### src/rtl/frame_align_pkg.sv
package frame_align_pkg;
  localparam int unsigned CH_DEF    = 4;
  localparam int unsigned SW_DEF    = 12;
  localparam int unsigned MATCH_DEF = 8;
endpackage

### src/rtl/frame_edge.sv
module frame_edge #(
  parameter int unsigned SW = 12
) (
  input  logic          clk_i,
  input  logic          rst_ni,
  input  logic          clr_i,
  input  logic          fclk_i,
  input  logic [SW-1:0] samp_i,
  output logic          start_o,
  output logic          start_q_o,
  output logic          tog_o,
  output logic [SW-1:0] samp_q_o
);
  logic fclk_q;

  assign start_o = fclk_i & ~fclk_q;

  always_ff @(posedge clk_i or negedge rst_ni) begin
    if (!rst_ni) begin
      fclk_q    <= 1'b0;
      start_q_o <= 1'b0;
      tog_o     <= 1'b0;
      samp_q_o  <= '0;
    end else if (clr_i) begin
      fclk_q    <= 1'b0;
      start_q_o <= 1'b0;
      tog_o     <= 1'b0;
      samp_q_o  <= '0;
    end else begin
      fclk_q    <= fclk_i;
      start_q_o <= start_o;
      samp_q_o  <= samp_i;
      if (start_o) tog_o <= ~tog_o;
    end
  end

  AST_TOGGLE_FLIP: assert property (@(posedge clk_i) disable iff (!rst_ni)
    (start_o && !clr_i) |=> (tog_o != $past(tog_o)));
endmodule

### src/rtl/align_track.sv
module align_track #(
  parameter int unsigned MATCH = 8
) (
  input  logic clk_i,
  input  logic rst_ni,
  input  logic clr_i,
  input  logic ref_start_i,
  input  logic ref_start_q_i,
  input  logic ch_start_i,
  output logic aligned_o,
  output logic offset_o
);
  localparam int unsigned CW = $clog2(MATCH + 1);
  logic [CW-1:0] cnt_q;

  assign aligned_o = (cnt_q == CW'(MATCH));

  always_ff @(posedge clk_i or negedge rst_ni) begin
    if (!rst_ni) begin
      cnt_q    <= '0;
      offset_o <= 1'b0;
    end else if (clr_i) begin
      cnt_q    <= '0;
      offset_o <= 1'b0;
    end else begin
      if (ref_start_i ^ ch_start_i) cnt_q <= '0;
      else if (ref_start_i && !aligned_o) cnt_q <= cnt_q + 1'b1;
      // one cycle late against reference => one-sample pairing offset
      if (ch_start_i && ref_start_i) offset_o <= 1'b0;
      else if (ch_start_i && ref_start_q_i) offset_o <= 1'b1;
    end
  end

  AST_MISMATCH_DROP: assert property (@(posedge clk_i) disable iff (!rst_ni)
    (!clr_i && (ref_start_i ^ ch_start_i)) |=> !aligned_o);
  AST_CLR_STATE: assert property (@(posedge clk_i) disable iff (!rst_ni)
    clr_i |=> (!aligned_o && !offset_o));
endmodule

### src/rtl/pair_builder.sv
module pair_builder #(
  parameter int unsigned SW = 12
) (
  input  logic            clk_i,
  input  logic            rst_ni,
  input  logic            clr_i,
  input  logic [SW-1:0]   samp_i,
  input  logic [SW-1:0]   samp_q_i,
  input  logic            own_sec_i,
  input  logic            ref_sec_i,
  input  logic            upd_i,
  input  logic            sel_i,
  output logic [2*SW-1:0] pair_o
);
  logic [2*SW-1:0] own_q, ref_q;

  always_ff @(posedge clk_i or negedge rst_ni) begin
    if (!rst_ni) begin
      own_q  <= '0;
      ref_q  <= '0;
      pair_o <= '0;
    end else if (clr_i) begin
      own_q  <= '0;
      ref_q  <= '0;
      pair_o <= '0;
    end else begin
      if (own_sec_i) own_q <= {samp_i, samp_q_i};
      if (ref_sec_i) ref_q <= {samp_i, samp_q_i};
      if (upd_i) pair_o <= sel_i ? ref_q : own_q;
    end
  end
endmodule

### src/rtl/frame_align_top.sv
module frame_align_top
  import frame_align_pkg::*;
#(
  parameter int unsigned NCH   = CH_DEF,
  parameter int unsigned SW    = SW_DEF,
  parameter int unsigned MATCH = MATCH_DEF
) (
  input  logic                  clk_i,
  input  logic                  rst_ni,
  input  logic                  clr_i,
  input  logic                  realign_en_i,
  input  logic [NCH-1:0]        fclk_i,
  input  logic [NCH*SW-1:0]     sample_i,
  output logic [NCH-1:0]        toggle_o,
  output logic [NCH-1:0]        ch_aligned_o,
  output logic                  all_aligned_o,
  output logic                  pair_vld_o,
  output logic [NCH*2*SW-1:0]   pair_o
);
  localparam int unsigned PW = 2 * SW;

  logic [NCH-1:0] start, start_q, offset;
  logic [SW-1:0]  samp_q [NCH];
  logic           ref_q2;

  always_ff @(posedge clk_i or negedge rst_ni) begin
    if (!rst_ni) begin
      ref_q2     <= 1'b0;
      pair_vld_o <= 1'b0;
    end else if (clr_i) begin
      ref_q2     <= 1'b0;
      pair_vld_o <= 1'b0;
    end else begin
      ref_q2     <= start_q[0];
      pair_vld_o <= ref_q2;
    end
  end

  assign all_aligned_o = &ch_aligned_o;

  for (genvar c = 0; c < NCH; c++) begin : g_ch
    frame_edge #(.SW(SW)) u_edge (
      .clk_i, .rst_ni, .clr_i,
      .fclk_i   (fclk_i[c]),
      .samp_i   (sample_i[c*SW +: SW]),
      .start_o  (start[c]),
      .start_q_o(start_q[c]),
      .tog_o    (toggle_o[c]),
      .samp_q_o (samp_q[c])
    );

    pair_builder #(.SW(SW)) u_pair (
      .clk_i, .rst_ni, .clr_i,
      .samp_i   (sample_i[c*SW +: SW]),
      .samp_q_i (samp_q[c]),
      .own_sec_i(start_q[c]),
      .ref_sec_i(start_q[0]),
      .upd_i    (ref_q2),
      .sel_i    (realign_en_i & offset[c]),
      .pair_o   (pair_o[c*PW +: PW])
    );

    if (c == 0) begin : g_ref
      assign offset[c]       = 1'b0;
      assign ch_aligned_o[c] = 1'b1;
    end else begin : g_trk
      align_track #(.MATCH(MATCH)) u_trk (
        .clk_i, .rst_ni, .clr_i,
        .ref_start_i  (start[0]),
        .ref_start_q_i(start_q[0]),
        .ch_start_i   (start[c]),
        .aligned_o    (ch_aligned_o[c]),
        .offset_o     (offset[c])
      );
      AST_ALL_FALLS: assert property (@(posedge clk_i) disable iff (!rst_ni)
        $fell(ch_aligned_o[c]) |-> !all_aligned_o);
    end
  end

  AST_VLD_PULSE: assert property (@(posedge clk_i) disable iff (!rst_ni)
    pair_vld_o |=> !pair_vld_o);
  AST_PAIR_HOLD: assert property (@(posedge clk_i) disable iff (!rst_ni)
    (!pair_vld_o && !$past(clr_i)) |-> $stable(pair_o));
  AST_CLR_TOGGLE: assert property (@(posedge clk_i) disable iff (!rst_ni)
    clr_i |=> (toggle_o == '0 && !pair_vld_o));
endmodule

### config.mk
export PLATFORM = sky130hd
export DESIGN_NAME = frame_align_top
export DESIGN_NICKNAME = d
export VERILOG_FILES = /design/src/rtl/frame_align_pkg.sv /design/src/rtl/frame_edge.sv /design/src/rtl/align_track.sv /design/src/rtl/pair_builder.sv /design/src/rtl/frame_align_top.sv
export SDC_FILE = /design/constraint.sdc
export NUM_CORES = 1
export LEC_CHECK = 0
export ABC_AREA = 0
export BUFFER_PORTS_ARGS = -buffer_cell sky130_fd_sc_hd__buf_2
export CAP_MARGIN = 5
export CORE_MARGIN = 4
export CORE_UTILIZATION = 40
export CTS_BUF_LIST = sky130_fd_sc_hd__clkbuf_8
export CTS_CLUSTER_SIZE = 28
export DETAILED_ROUTE_END_ITERATION = 8
export HOLD_SLACK_MARGIN = 0.02
export PLACE_DENSITY = 0.59
export SYNTH_ARGS = -nofsm -noshare
export SYNTH_HDL_FRONTEND = slang
export SYNTH_HIERARCHICAL = 1
export SYNTH_SLANG_ARGS = --single-unit
### constraint.sdc
create_clock -name clk_i -period 1.7 [get_ports clk_i]
set_input_delay 0.17 -clock clk_i [delete_from_list [all_inputs] [get_ports clk_i]]
set_output_delay 0.17 -clock clk_i [all_outputs]
set_load 0.005 [all_outputs]
==> flow_metrics.env <==
export IMPL_status="finished, violations left"
export IMPL_violations="setup timing"
export IMPL_coreArea_mm2=0.0379
export IMPL_design_area_mm2=0.0190
export IMPL_fin_crit_ns=1.84
export IMPL_drt_total_wl_mm=35.0
export IMPL_fmaxAchievable_mhz=544
export IMPL_die_height_um=205
export IMPL_synth_area_per_cell_um2=12.1
export IMPL_synth_edf_count=0
export IMPL_hold_path_class="in -> async"
export IMPL_io_pins=162
export IMPL_rsz0062_at_grt="true"
export IMPL_synth_distinct_cells=29
export IMPL_ys_top_cells_by_area="dfrtp_1, mux2i_1, nor2_1, a211oi_1, nor2b_1"
export IMPL_grt_max_degree=94
export IMPL_power_density_mw_per_mm2=1010
export IMPL_hold_ws_ns=0.0762
export IMPL_diodes=0
export IMPL_synth_seq_area_share_pct=59.0
export IMPL_finalHoldViolCount=0
export IMPL_grt_pass1_vias=10800
export IMPL_cp_arrival_ns=1.67
export IMPL_drv_slew=0
export IMPL_pre_cts_ws_ns=0.215
export IMPL_ant_nets=0
export IMPL_placed_area_mm2=0.0169
export IMPL_ys_warnings_count=6
export IMPL_critPathBufInv=3
export IMPL_gp_congestion=0.736
export IMPL_max_vdd_ir_drop_mv=0.721
export IMPL_synth_common_cells="dfrtp_1, nor2_1, mux2i_1"
export IMPL_crit_slowest_cell="dfrtp_1"
export IMPL_critPathCaptureType="primary output"
export IMPL_syn_area_mm2=0.0155
export IMPL_finalSetupTns_ns=-0.214
export IMPL_p_total_mw=19.2
export IMPL_reg2reg_from="g_ch[0].u_edge/fclk_q"
export IMPL_htree_num_levels=3
export IMPL_synth_area_leader_cell="dfrtp_1"
export IMPL_crit_family="flip-flops"
export IMPL_antenna_found_initial=0
export IMPL_clock_sinks=365
export IMPL_vias_per_cell=4.89
export IMPL_wl_per_cell_um=16.8
export IMPL_cap_violations=0
export IMPL_p_leak_nw=8.77
export IMPL_cp_max_fo=3
export IMPL_critPathLaunchType="flip-flop"
export IMPL_tightestPinTransition_ns=0.509
export IMPL_drcViolationCount=0
export IMPL_finClkSkew_ns=0.0204
export IMPL_cts_root_buf="clkbuf_8"
export IMPL_die_w_um=205
export IMPL_finalNonFillerCells=2086
export IMPL_timing_final_crit_share_pct=108
export IMPL_drt_iter0_markers=481
export IMPL_grt_first_pass_wirelength_mm=57.9
export IMPL_critical_path_class="reg -> out"
export IMPL_worstSetupStartpoint="g_ch[3].g_trk.u_trk/cnt_q[0]"
export IMPL_numCtsBuffers=67
export IMPL_synth_top_area_share_pct=59.0
export IMPL_start_util_pct=40.8
export IMPL_numPortBuffers=160
export IMPL_clk_transition_reported_paths_ns=0.06
export IMPL_rows=71
export IMPL_layout_setup_ws_ns=-0.137
export IMPL_dr_total_vias=10200
export IMPL_cts_tree="done"
export IMPL_worstPathRequired_ns=1.53
export IMPL_grt_use_total_pct=17.0
export IMPL_crit_chain="inv_2, ha_2, nand3b_4, inv_4, and3_4, buf_6"
export IMPL_dieArea_mm2=0.0419
export IMPL_first_pass_iters=6
export IMPL_layout_nets=1596
export IMPL_ys_ff_latch=365
export IMPL_synthCells=1282
export IMPL_dpl_cell_count=1901
export IMPL_synthArstFlopShare_pct=100
export IMPL_area_growth_pct=22.7
export IMPL_setup_viol=3
export IMPL_critical_path_depth=6
export IMPL_place_hpwl_mm=21.3
export IMPL_drive_above_1_share_pct=21.6
export IMPL_clk_latency_ns=0.59
export IMPL_final_core_util_pct=50.1
export IMPL_max_slew_margin_rel_pct=66.1
export IMPL_syn_nets=1347
export IMPL_synth_flop_cell="dfrtp_1"
export IMPL_clk_path_buf_depth=3
export IMPL_cpPeakStageDelay_ns=0.38
export IMPL_grt_overflow_total=0
export IMPL_yosysMostFrequentCell="dfrtp_1"
export IMPL_r2r_cells=4
area by class of cell:
class / instances / area [µm²]
clock inverter: 24 / 119
fill: 3465 / 18900
clock buffer: 89 / 1220
timing repair buffer: 273 / 2100
sequential: 365 / 9140
multi-input combinational: 812 / 5720
inverter: 12 / 52.6
tap: 511 / 639
final timing paths:
path                                                endpoint  slack [ns]
worst max-delay path                           all_aligned_o       -0.14
worst min-delay path                 g_ch[2].u_pair/ref_q[7]        0.08
worst max register to register  g_ch[2].g_trk.u_trk/cnt_q[0]        0.17
worst min register to register      g_ch[0].u_edge/start_q_o        0.48
max in group asynchronous       g_ch[1].g_trk.u_trk/cnt_q[2]        0.89
min in group clk_i                g_ch[0].u_edge/samp_q_o[2]        0.38
state kept, by name, summed over array words and instances, names as in the netlist:
register	cells
g_ch.u_edge/fclk_q	4
g_ch.g_trk.u_trk/cnt_q	12
g_ch.u_edge/samp_q_o	48
g_ch.u_pair/own_q	96
g_ch.u_pair/pair_o	96
g_ch.u_pair/ref_q	96
g_ch.g_trk.u_trk/offset_o	3
g_ch.u_edge/start_q_o	4
ref_q2	1
g_ch.u_edge/tog_o	4
pair_vld_o	1
what timing repair did:
action / 4_1_cts / 5_1_grt
setup buffers: 12 / 6
cloned: 0 / 0
setup endpoints to repair: 4 / 4
hold buffers: 54 / 0
pin swaps: 4 / 3
hold endpoints to repair: 532 / 0
resized for setup: 16 / 6
layout by cell type, fill, tap and decap left out, types with 2 or more instances in the layout:
cell	count
buf_2	154
buf_12	21
clkinv_2	2
o21ai_0	6
buf_6	5
dfrtp_4	2
inv_1	25
a21oi_1	3
dfrtp_1	363
buf_4	37
xor2_1	3
a21boi_2	3
and2_1	2
nor3_1	6
inv_4	3
ha_4	2
nor2_1	295
or3_1	3
nand3_1	6
inv_2	5
nand4_1	3
dlygate4sd3_1	54
buf_8	2
nor2b_4	4
mux2_4	4
a21boi_0	6
mux2i_1	288
clkbuf_8	89
nor2b_1	62
a211oi_1	96
ha_1	6
nand3b_4	3
conb_1	2
nand2_1	6
cell families (layout without fill, tap and decap cells):
| logic type | count (synthesis) | after routing | synth area share (%) |
|---|---|---|---|
| muxes | 292 | 292 | 19.0 |
| DFF | 365 | 365 | 59.0 |
| adders and majority gates | 9 | 9 | 0.728 |
| other | 2 | 2 | 0.0485 |
| AOI/OAI and AO/OA | 114 | 114 | 5.46 |
| buffers and inverters | 105 | 398 | 4.22 |
| xor gates and xnor gates | 3 | 3 | 0.170 |
| and+or+nand+nor | 392 | 392 | 11.3 |
metal layers:
metal | vias up | track usage [%] | wire length (µm)
li1 | 4880 | - | -
met1 | 5086 | 23.5 | 16300
met2 | 175 | 26.6 | 16400
met3 | 55 | 4.08 | 1480
met4 | 0 | 5.55 | 738
met5 | - | 0 | 0
power by group:
part / internal [mW] / switching (mW) / total, mW
sequential: 9.04 / 0.209 / 9.25
clock: 4.77 / 3.47 / 8.24
combinational: 0.753 / 0.944 / 1.70
total: 14.6 / 4.62 / 19.2
worst reg2reg max path, delay by kind of cell (launching register included):
kind / cells / cell delay, ns
AOI/OAI and AO/OA: 1 / 0.21
DFF: 1 / 0.40
and+or+nand+nor: 2 / 0.52
adders and majority gates: 1 / 0.32
(Power assumes the default switching activity.)
